===== src/rtl/dte_pkg.sv =====
package dte_pkg;
    localparam int RA_W   = 5;
    localparam int WORD_W = 32;
    localparam int HPOS_W = 16;

    localparam int CFG_ACT_H = 29;
    localparam int CFG_ACT_V = 30;
    localparam int CFG_FETCH = 31;

    typedef enum logic [RA_W-1:0] {
        RA_CTRL    = 5'd0,
        RA_CFG     = 5'd1,
        RA_HCTL    = 5'd2,
        RA_FPER    = 5'd3,
        RA_VSW     = 5'd4,
        RA_DHWIN   = 5'd5,
        RA_DVSTART = 5'd6,
        RA_DVEND   = 5'd7,
        RA_AHWIN   = 5'd8,
        RA_AVSTART = 5'd9,
        RA_AVEND   = 5'd10,
        RA_BORDER  = 5'd11,
        RA_UFLOW   = 5'd12,
        RA_POL     = 5'd13,
        RA_FETCH   = 5'd14,
        RA_FCOUNT  = 5'd15,
        RA_LCOUNT  = 5'd16
    } reg_addr_e;

    typedef struct packed {
        logic [WORD_W-1:0] cfg;
        logic [WORD_W-1:0] hctl;
        logic [WORD_W-1:0] fperiod;
        logic [WORD_W-1:0] vsw;
        logic [WORD_W-1:0] dhwin;
        logic [WORD_W-1:0] dvstart;
        logic [WORD_W-1:0] dvend;
        logic [WORD_W-1:0] ahwin;
        logic [WORD_W-1:0] avstart;
        logic [WORD_W-1:0] avend;
        logic [WORD_W-1:0] border;
        logic [WORD_W-1:0] uflow;
        logic [WORD_W-1:0] pol;
        logic [WORD_W-1:0] fetch;
    } timing_cfg_t;
endpackage


===== src/rtl/dte_regs.sv =====
module dte_regs
    import dte_pkg::*;
(
    input  logic              clk,
    input  logic              rst_n,
    input  logic              we,
    input  logic [RA_W-1:0]   addr,
    input  logic [WORD_W-1:0] wdata,
    input  logic              frame_wrap,
    output logic              en,
    output timing_cfg_t       live,
    output timing_cfg_t       shadow
);
    typedef struct packed {
        logic        en;
        timing_cfg_t live;
        timing_cfg_t sh;
    } regs_st_t;

    regs_st_t st_d, st_q;

    always_comb begin
        st_d = st_q;
        if (!st_q.en || frame_wrap) begin
            st_d.sh = st_q.live;
        end
        if (we) begin
            case (reg_addr_e'(addr))
                RA_CTRL:    st_d.en           = wdata[0];
                RA_CFG:     st_d.live.cfg     = wdata;
                RA_HCTL:    st_d.live.hctl    = wdata;
                RA_FPER:    st_d.live.fperiod = wdata;
                RA_VSW:     st_d.live.vsw     = wdata;
                RA_DHWIN:   st_d.live.dhwin   = wdata;
                RA_DVSTART: st_d.live.dvstart = wdata;
                RA_DVEND:   st_d.live.dvend   = wdata;
                RA_AHWIN:   st_d.live.ahwin   = wdata;
                RA_AVSTART: st_d.live.avstart = wdata;
                RA_AVEND:   st_d.live.avend   = wdata;
                RA_BORDER:  st_d.live.border  = wdata;
                RA_UFLOW:   st_d.live.uflow   = wdata;
                RA_POL:     st_d.live.pol     = wdata;
                RA_FETCH:   st_d.live.fetch   = wdata;
                default: ;
            endcase
        end
    end

    always_ff @(posedge clk or negedge rst_n) begin
        if (!rst_n) st_q <= '0;
        else        st_q <= st_d;
    end

    assign en     = st_q.en;
    assign live   = st_q.live;
    assign shadow = st_q.sh;

    // timing set is frozen inside a running frame
    p_shadow_hold_r10: assert property (@(posedge clk) disable iff (!rst_n)
        (st_q.en && !frame_wrap) |=> $stable(st_q.sh));
endmodule


===== src/rtl/dte_counter.sv =====
module dte_counter
    import dte_pkg::*;
#(
    parameter int CNT_W = 32
) (
    input  logic              clk,
    input  logic              rst_n,
    input  logic              en,
    input  timing_cfg_t       cfg,
    output logic [CNT_W-1:0]  pix,
    output logic [HPOS_W-1:0] hpos,
    output logic [WORD_W-1:0] frame_cnt,
    output logic [WORD_W-1:0] line_cnt,
    output logic              frame_wrap
);
    typedef struct packed {
        logic [CNT_W-1:0]  pix;
        logic [HPOS_W-1:0] h;
        logic [WORD_W-1:0] fc;
        logic [WORD_W-1:0] lc;
    } cnt_st_t;

    cnt_st_t cnt_d, cnt_q;

    logic [CNT_W-1:0]  fp_last;
    logic [HPOS_W-1:0] hp_last;
    logic              line_wrap;
    logic              cnt_on;
    logic              unused_cfg;

    assign fp_last    = cfg.fperiod[CNT_W-1:0] - CNT_W'(1);
    assign hp_last    = cfg.hctl[31:16] - HPOS_W'(1);
    assign frame_wrap = en && (cnt_q.pix == fp_last);
    assign line_wrap  = en && (cnt_q.h == hp_last);
    assign cnt_on     = (cfg.cfg[1:0] == 2'b11);
    assign unused_cfg = ^cfg;

    always_comb begin
        cnt_d = cnt_q;
        if (!en) begin
            cnt_d = '0;
        end else begin
            cnt_d.pix = frame_wrap ? '0 : cnt_q.pix + CNT_W'(1);
            cnt_d.h   = (frame_wrap || line_wrap) ? '0 : cnt_q.h + HPOS_W'(1);
            if (cnt_on) begin
                cnt_d.fc = cnt_q.fc + WORD_W'(frame_wrap);
                cnt_d.lc = frame_wrap ? '0 : cnt_q.lc + WORD_W'(line_wrap);
            end
        end
    end

    always_ff @(posedge clk or negedge rst_n) begin
        if (!rst_n) cnt_q <= '0;
        else        cnt_q <= cnt_d;
    end

    assign pix       = cnt_q.pix;
    assign hpos      = cnt_q.h;
    assign frame_cnt = cnt_q.fc;
    assign line_cnt  = cnt_q.lc;

    // a stopped engine parks at the origin
    p_idle_zero_r1: assert property (@(posedge clk) disable iff (!rst_n)
        !en |=> (pix == '0 && hpos == '0));
    // frame position restarts after the last pixel
    p_pix_wrap_r3: assert property (@(posedge clk) disable iff (!rst_n)
        frame_wrap |=> (pix == '0));
    // counters freeze while counting is switched off
    p_cnt_hold_r9: assert property (@(posedge clk) disable iff (!rst_n)
        (en && !cnt_on) |=> ($stable(frame_cnt) && $stable(line_cnt)));
endmodule


===== src/rtl/dte_window.sv =====
module dte_window
    import dte_pkg::*;
#(
    parameter int CNT_W = 32,
    parameter int PIX_W = 24
) (
    input  logic              en,
    input  logic [CNT_W-1:0]  pix,
    input  logic [HPOS_W-1:0] hpos,
    input  timing_cfg_t       cfg,
    input  logic              in_valid,
    input  logic [PIX_W-1:0]  in_data,
    output logic              hs_act,
    output logic              vs_act,
    output logic              hsync,
    output logic              vsync,
    output logic              de,
    output logic [PIX_W-1:0]  pix_out,
    output logic              ready,
    output logic              fetch
);
    logic disp_h, disp_v, disp;
    logic act_h, act_v, act;
    logic unused_cfg;

    assign unused_cfg = ^cfg;

    always_comb begin
        hs_act = en && (hpos < cfg.hctl[15:0]);
        vs_act = en && (pix < cfg.vsw[CNT_W-1:0]);
        disp_h = (hpos >= cfg.dhwin[15:0]) && (hpos <= cfg.dhwin[31:16]);
        disp_v = (pix >= cfg.dvstart[CNT_W-1:0]) && (pix <= cfg.dvend[CNT_W-1:0]);
        disp   = en && disp_h && disp_v;
        act_h  = !cfg.cfg[CFG_ACT_H] ||
                 ((hpos >= cfg.ahwin[15:0]) && (hpos <= cfg.ahwin[31:16]));
        act_v  = !cfg.cfg[CFG_ACT_V] ||
                 ((pix >= cfg.avstart[CNT_W-1:0]) && (pix <= cfg.avend[CNT_W-1:0]));
        act    = disp && act_h && act_v;

        if (!disp)         pix_out = '0;
        else if (!act)     pix_out = cfg.border[PIX_W-1:0];
        else if (in_valid) pix_out = in_data;
        else               pix_out = cfg.uflow[PIX_W-1:0];

        ready = act;
        fetch = en && cfg.cfg[CFG_FETCH] && (pix == cfg.fetch[CNT_W-1:0]);
        hsync = hs_act ^ cfg.pol[0];
        vsync = vs_act ^ cfg.pol[1];
        de    = disp   ^ cfg.pol[2];
    end
endmodule


===== src/rtl/disp_timing_engine.sv =====
module disp_timing_engine
    import dte_pkg::*;
#(
    parameter int CNT_W = 32,
    parameter int PIX_W = 24
) (
    input  logic              clk,
    input  logic              rst_n,
    input  logic              reg_we,
    input  logic [4:0]        reg_addr,
    input  logic [31:0]       reg_wdata,
    output logic [31:0]       reg_rdata,
    input  logic              in_valid,
    input  logic [PIX_W-1:0]  in_data,
    output logic              in_ready,
    output logic              hsync,
    output logic              vsync,
    output logic              de,
    output logic [PIX_W-1:0]  pix_data,
    output logic              fetch_strobe
);
    logic              en;
    timing_cfg_t       live, shadow;
    logic [CNT_W-1:0]  pix;
    logic [HPOS_W-1:0] hpos;
    logic [WORD_W-1:0] frame_cnt, line_cnt;
    logic              frame_wrap;
    logic              hs_act, vs_act;

    dte_regs u_regs (
        .clk(clk), .rst_n(rst_n), .we(reg_we), .addr(reg_addr),
        .wdata(reg_wdata), .frame_wrap(frame_wrap), .en(en),
        .live(live), .shadow(shadow)
    );

    dte_counter #(.CNT_W(CNT_W)) u_cnt (
        .clk(clk), .rst_n(rst_n), .en(en), .cfg(shadow), .pix(pix),
        .hpos(hpos), .frame_cnt(frame_cnt), .line_cnt(line_cnt),
        .frame_wrap(frame_wrap)
    );

    dte_window #(.CNT_W(CNT_W), .PIX_W(PIX_W)) u_win (
        .en(en), .pix(pix), .hpos(hpos), .cfg(shadow),
        .in_valid(in_valid), .in_data(in_data), .hs_act(hs_act),
        .vs_act(vs_act), .hsync(hsync), .vsync(vsync), .de(de),
        .pix_out(pix_data), .ready(in_ready), .fetch(fetch_strobe)
    );

    always_comb begin
        case (reg_addr_e'(reg_addr))
            RA_CTRL:    reg_rdata = {31'b0, en};
            RA_CFG:     reg_rdata = live.cfg;
            RA_HCTL:    reg_rdata = live.hctl;
            RA_FPER:    reg_rdata = live.fperiod;
            RA_VSW:     reg_rdata = live.vsw;
            RA_DHWIN:   reg_rdata = live.dhwin;
            RA_DVSTART: reg_rdata = live.dvstart;
            RA_DVEND:   reg_rdata = live.dvend;
            RA_AHWIN:   reg_rdata = live.ahwin;
            RA_AVSTART: reg_rdata = live.avstart;
            RA_AVEND:   reg_rdata = live.avend;
            RA_BORDER:  reg_rdata = live.border;
            RA_UFLOW:   reg_rdata = live.uflow;
            RA_POL:     reg_rdata = live.pol;
            RA_FETCH:   reg_rdata = live.fetch;
            RA_FCOUNT:  reg_rdata = en ? frame_cnt : '0;
            RA_LCOUNT:  reg_rdata = en ? line_cnt : '0;
            default:    reg_rdata = '0;
        endcase
    end

    // a sync pulse can only begin at the line origin
    p_hsync_start_r2: assert property (@(posedge clk) disable iff (!rst_n)
        $rose(hs_act) |-> (hpos == '0));
    // vertical sync can only begin at the frame origin
    p_vsync_start_r3: assert property (@(posedge clk) disable iff (!rst_n)
        $rose(vs_act) |-> (pix == '0));
endmodule


===== config.mk =====
export PLATFORM = sky130hd
export DESIGN_NAME = disp_timing_engine
export DESIGN_NICKNAME = d
export VERILOG_FILES = /design/src/rtl/dte_pkg.sv /design/src/rtl/dte_regs.sv /design/src/rtl/dte_counter.sv /design/src/rtl/dte_window.sv /design/src/rtl/disp_timing_engine.sv
export SDC_FILE = /design/constraint.sdc
export NUM_CORES = 2
export LEC_CHECK = 0
export BUFFER_PORTS_ARGS = -buffer_cell sky130_fd_sc_hd__buf_4
export CAP_MARGIN = 5
export CORE_AREA = 2 2 220 439
export DETAILED_ROUTE_END_ITERATION = 6
export DIE_AREA = 0 0 222 441
export GPL_ROUTABILITY_DRIVEN = 0
export PLACE_DENSITY = 0.66
export SYNTH_ARGS = -nofsm -noshare
export SYNTH_HDL_FRONTEND = slang
export SYNTH_SLANG_ARGS = --single-unit

===== constraint.sdc =====
create_clock -name clk -period 5.55 [get_ports clk]
set_input_delay 0 -clock clk [delete_from_list [all_inputs] [get_ports clk]]
set_output_delay 0 -clock clk [all_outputs]
set_load 0.05 [all_outputs]

### Word level (Yosys, flattened, before mapping)

Index checks and enable logic that the tools add are counted.

* add/subtract/negate cells: 6
* order comparisons: 10
* equal/unequal tests: 21
* mux-type cells: 11
* bitwise operators: 3
* reductions and logical operators: 37

Operators with widths (count)
* case mux 32 bit (17 select lines): 1
* two-way mux 32 bit: 4
* two-way mux 112 bit: 1
* two-way mux 24 bit: 3
* adder 32 x 1 -> 32 bit: 2
* equality test 32 bit: 2
* greater-or-equal comparator 32 bit: 2
* less-or-equal comparator 32 bit: 2
* two-way mux 64 bit: 1
* equality test 5 x 4 -> 1 bit, second input constant: 8
* adder 32 x 1 -> 32 bit, second input constant: 1
* greater-or-equal comparator 16 bit: 2
* less-or-equal comparator 16 bit: 2
* less-than comparator 32 bit: 1
* subtractor 32 x 1 -> 32 bit, second input constant: 1
* AND reduction 2 bit: 15
* equality test 5 x 3 -> 1 bit, second input constant: 4
* adder 16 x 1 -> 16 bit, second input constant: 1
* equality test 16 bit: 1
* less-than comparator 16 bit: 1
* two-way mux 16 bit: 1
* subtractor 16 x 1 -> 16 bit, second input constant: 1
* logical AND 1 bit: 14
* equality test 5 x 2 -> 1 bit, second input constant: 2
* other kinds (8): 15

* bits in registers: 964
* input bits: 65
* output and inout bits: 61
* word-level logic and storage cells: 121

### Depth between registers and ports, before layout

* depth after elaboration: 8
* gate-level depth with buffers: 21
* mapped depth without buffers: 20

### By module

From an unflattened synthesis, not the netlist that was laid out.

* cells, all modules: 4209
* area total of the unflattened synthesis: 51235.4 um^2

Modules (own cells, without submodules)
* dte_regs: instances 1, cells each 1947, area each 33646.0 um^2, sequential area each 22446.5 um^2
* dte_counter: instances 1, cells each 842, area each 7353.3 um^2, sequential area each 2802.7 um^2
* dte_window: instances 1, cells each 960, area each 6946.7 um^2, sequential area each 0.0 um^2
* disp_timing_engine: instances 1, cells each 460, area each 3289.4 um^2, sequential area each 0.0 um^2

### Least setup slack after synthesis

Ideal clock, no wire load.

* path kind: register -> register
* from: register u_regs.st_q, in the netlist u_regs.shadow[353]
* to: register u_cnt.cnt_q, in the netlist u_cnt.frame_cnt[31]
* setup time: 0.132 ns
* arrival time: 4.305 ns
* data required time: 5.418 ns
* setup slack: 1.113 ns
* cell stages (with the launch flop): 21
* buffers on the path: 1
* clock period less this slack: 4.437 ns
* path through: dfrtp_1 -> clkbuf_1 -> inv_1 -> ha_1 -> xnor2_1 -> nor2_1 -> o221ai_1 -> or4_1 -> or4_1 -> nor4_2 -> nand4_1 -> nor2_1 -> ha_1 -> and4_1 -> nor2b_1 -> and3_1 -> nand2_1 -> nor2_1 -> nand4_1 -> xor2_1 -> nor2_1

* cells in the longest elaborated chain, start to end: 6

RTL lines
* from (decl): RTL line dte_regs.sv:20 `regs_st_t st_d, st_q;`
* from (signal assigned): RTL line dte_regs.sv:51 `else st_q <= st_d;`
* subtractor 32 x 1 -> 32 bit: RTL line dte_counter.sv:31 `assign fp_last = cfg.fperiod[CNT_W-1:0] - CNT_W'(1);`
* equality test 32 bit: RTL line dte_counter.sv:33 `assign frame_wrap = en && (cnt_q.pix == fp_last);`
* logical AND 1 bit: RTL line dte_counter.sv:33
* adder 32 x 1 -> 32 bit: RTL line dte_counter.sv:46 `cnt_d.fc = cnt_q.fc + WORD_W'(frame_wrap);`
* two-way mux 64 bit: RTL line dte_counter.sv:45 `if (cnt_on) begin`
* two-way mux 112 bit: RTL line dte_counter.sv:40 `if (!en) begin`
* to (signal assigned): RTL line dte_counter.sv:54 `else cnt_q <= cnt_d;`
* to (decl): RTL line dte_counter.sv:23 `cnt_st_t cnt_d, cnt_q;`

No other way between the ends. The select of a mux whose other input is x is not followed.
A chain may end at the register's enable or synchronous reset.

### Worst setup path after layout

Ends and elaborated chain as after synthesis.

==> impl_metrics.json <==
{
  "status": "finished with violations",
  "violations": "hold timing",
  "dpl-instance-area_mm2": 0.0492,
  "ctsHtreeMaxLevel": 3,
  "grt_pass1_wl_um": 231000,
  "antenna_found_initial": 6,
  "io_pins": 126,
  "drt-total-wl_um": 155000,
  "num_rows": 160,
  "syn_to_final_growth_pct": 12.2,
  "viasPerCell": 6.27,
  "portBuffers": 125,
  "rsz0062_at_grt": "no",
  "worstMarginPinSlew_ns": 1.21,
  "ys_warn_count": 0,
  "final_nets": 4629,
  "drive_gt1_share_pct": 21.4,
  "worstPathRequired_ns": 6.08,
  "drv_slew": 0,
  "grt_max_degree": 178,
  "design_area_mm2": 0.0527,
  "finalCriticalPeriod_ns": 5.28,
  "path_max_fanout": 9,
  "synth.avg_cell_area_um2": 11.1,
  "finalHoldViolCount": 15,
  "dp_slack_ns": 0.252,
  "cap_violations": 0,
  "die_area_mm2": 0.0979,
  "grt_pass1_vias": 34900,
  "cts_buffer_depth": 3,
  "power.leakage_nw": 25.1,
  "grt-ovfl-total": 0,
  "fin_setup_tns_ns": 0,
  "cp-end-kind": "flop",
  "post-place-cells": 5402,
  "die_h_um": 441,
  "synth_ff_type": "dfrtp_1",
  "final_cells": 5601,
  "min_path_type": "in2async",
  "timing.hold.ws_ns": -0.0737,
  "p_per_area_mw_per_mm2": 389,
  "synth_cell_types": 74,
  "drt_iter0_drc": 3809,
  "postSynthCellCount": 4223,
  "relSlewSlack_pct": 19.0,
  "skew_ns": 0.0203,
  "path_clk_slew_ns": 0.06,
  "synthArstFlopShare_pct": 100,
  "synth_edf_count": 0,
  "vdd_ir_drop_max_mv": 0.245,
  "core_mm2": 0.0947,
  "wl_per_cell_um": 27.8,
  "clk_latency_ns": 0.69,
  "min_period_over_period_pct": 95.2,
  "finalPower_mw": 20.5,
  "syn-num-nets": 4534,
  "netlist_area_mm2": 0.0470,
  "cts.sinks": 937,
  "die_x_um": 222,
  "dp_hpwl_um": 108000,
  "clock-root-buffer": "clkbuf_16",
  "antenna_left": 0,
  "cts_buffers": 89,
  "first_pass_iters": 5,
  "crit_type": "reg2reg",
  "finalSetupViolations": 0,
  "setup_ws_ns": 0.267,
  "crit_arrival_ns": 5.81,
  "fillers": 8016,
  "cts_tree": "yes",
  "max_freq_mhz": 189,
  "num_vias": 35100,
  "grt_usage_pct": 31.9,
  "ys_seq_elements": 937,
  "start_util_pct": 49.6,
  "ys_seq_area_share_pct": 49.9,
  "start_kind": "flop",
  "remaining_drc_errors": 0
}
==> metrics by stage <==
| stage | utilization, % | hold WS, ns |
|---|---|---|
| 4_1_cts | 55.6 | 0.00993 |
| 6_report | 55.6 | -0.0737 |
| 5_1_grt | 55.6 | 0.0665 |
| 3_3_place_gp | 52.0 | 0.142 |
| 3_5_place_dp | 52.0 | 0.146 |
| 2_1_floorplan | - | -0.296 |
==> where the power goes <==
part / internal [mW] / switching (mW)
Clock: 3.67 / 2.76
Combinational: 1.90 / 2.72
Sequential: 8.24 / 1.19
==> worst max-delay path, stage by stage (launching register included) <==
cell      delay [ns]
dfrtp_1         0.50
inv_1           0.10
ha_1            0.30
xnor2_1         0.13
nor2_1          0.11
o221ai_1        0.13
or4_1           0.57
or4_1           0.55
nor4_2          0.35
nand4_1         0.32
nor2_1          0.19
ha_1            0.19
and4_1          0.27
nor2b_2         0.28
and3_1          0.31
nand2_1         0.18
nor2_1          0.26
nand4_1         0.16
xor2_1          0.18
nor2_1          0.06
==> cells by family after synthesis <==
group	share of synthesized area, %
xor gates and xnor gates	3.60
AOI/OAI and AO/OA	11.4
muxes	14.7
buffers and inverters	4.46
and+or+nand+nor	9.41
adders and majority gates	6.55
DFF	49.9
==> worst paths after layout <==
kind / start / end / slack (ns) / cells past startpoint
worst max-delay path: u_regs.shadow[353] / u_cnt.frame_cnt[31] / 0.27 / 19
worst min-delay path: rst_n / u_regs.shadow[163] / -0.07 / 2
worst max register to register: u_regs.shadow[353] / u_cnt.frame_cnt[31] / 0.27 / 19
worst min register to register: u_regs.shadow[103] / u_regs.shadow[103] / 0.50 / 1
max in group asynchronous: rst_n / u_regs.live[315] / 3.96 / 3
min in group clk: reg_wdata[23] / u_regs.live[23] / 0.25 / 3
==> what timing repair did <==
action / in CTS / in global routing
gates resized for setup: 0 / 3
hold buffers: 39 / 0
endpoints found under the hold margin: 547 / 0
setup buffers: 0 / 1
endpoints found under the setup margin: 0 / 7
==> Yosys cell counts (22+ instances only) <==
cell      instances  share of area, %
o21ai_0         194               2.1
clkbuf_1        125               1.0
nand2_1         352               2.8
ha_1            246               6.6
mux2_1           49               1.2
nor2_1          174               1.4
o211a_1          26              0.55
mux2_2          540                13
nor3_1           30              0.32
nand4_1         117               1.6
mux2i_1          27              0.58
nor2b_1          26              0.35
nand3_1          75              0.80
a22oi_1         198               3.2
a21o_1           65               1.0
buf_1            48              0.38
a21oi_1         105               1.1
dfrtp_1         937                50
buf_2            43              0.46
o21ai_1          99               1.1
xor2_1          115               2.1
a22o_1           45              0.84
xnor2_1          78               1.5
inv_1           250               2.0
and3_1           36              0.48
nand2b_1         22              0.29
==> state kept, by name (all words and copies together) (netlist names) <==
signal / flops
u_cnt.frame_cnt: 32
u_cnt.line_cnt: 32
u_regs.live: 448
u_regs.shadow: 376
u_regs.en: 1
u_cnt.pix: 32
u_cnt.hpos: 16
==> metal layers <==
layer	vias up	share of wire (%)	routed length (µm)	global-route usage (%)
li1	15200	-	-	-
met1	17900	41	64200	43.6
met2	1685	45	70000	49.3
met3	353	7.9	12300	4.57
met4	6	5.7	8860	17.1
met5	-	0.020	31	0
==> layout make-up <==
| class | count | area (µm²) | area share, % |
|---|---|---|---|
| sequential | 937 | 23500 | 44.5 |
| multi-input combinational | 2791 | 21600 | 41.0 |
| clock inverter | 33 | 404 | 0.767 |
| timing repair buffer | 248 | 2150 | 4.09 |
| inverter | 251 | 942 | 1.79 |
| antenna | 2 | 5.00 | 0.00950 |
| clock buffer | 124 | 2620 | 4.98 |
| tap | 1215 | 1520 | 2.89 |
==> placed cells by master (no fill, tap or decap), types with 12 or more instances in the layout <==
cell type,instances
clkinv_2,15
clkbuf_8,18
nand4_1,117
mux2i_1,27
a21o_1,65
a22oi_1,198
nand2b_1,22
nand2_1,342
nor3_1,27
nor2b_1,25
dlygate4sd3_1,39
buf_12,15
mux2_2,540
ha_1,246
xnor2_1,78
inv_1,250
o21ai_0,194
clkbuf_16,93
a221oi_1,15
buf_4,193
or3_1,12
mux2_1,49
nor4_1,20
clkbuf_1,13
and3_1,36
dfrtp_1,935
a22o_1,45
xor2_1,115
nor2_1,162
nand3_1,75
o211a_1,26
o21ai_1,98
a21oi_1,105
(Power assumes the default switching activity.)
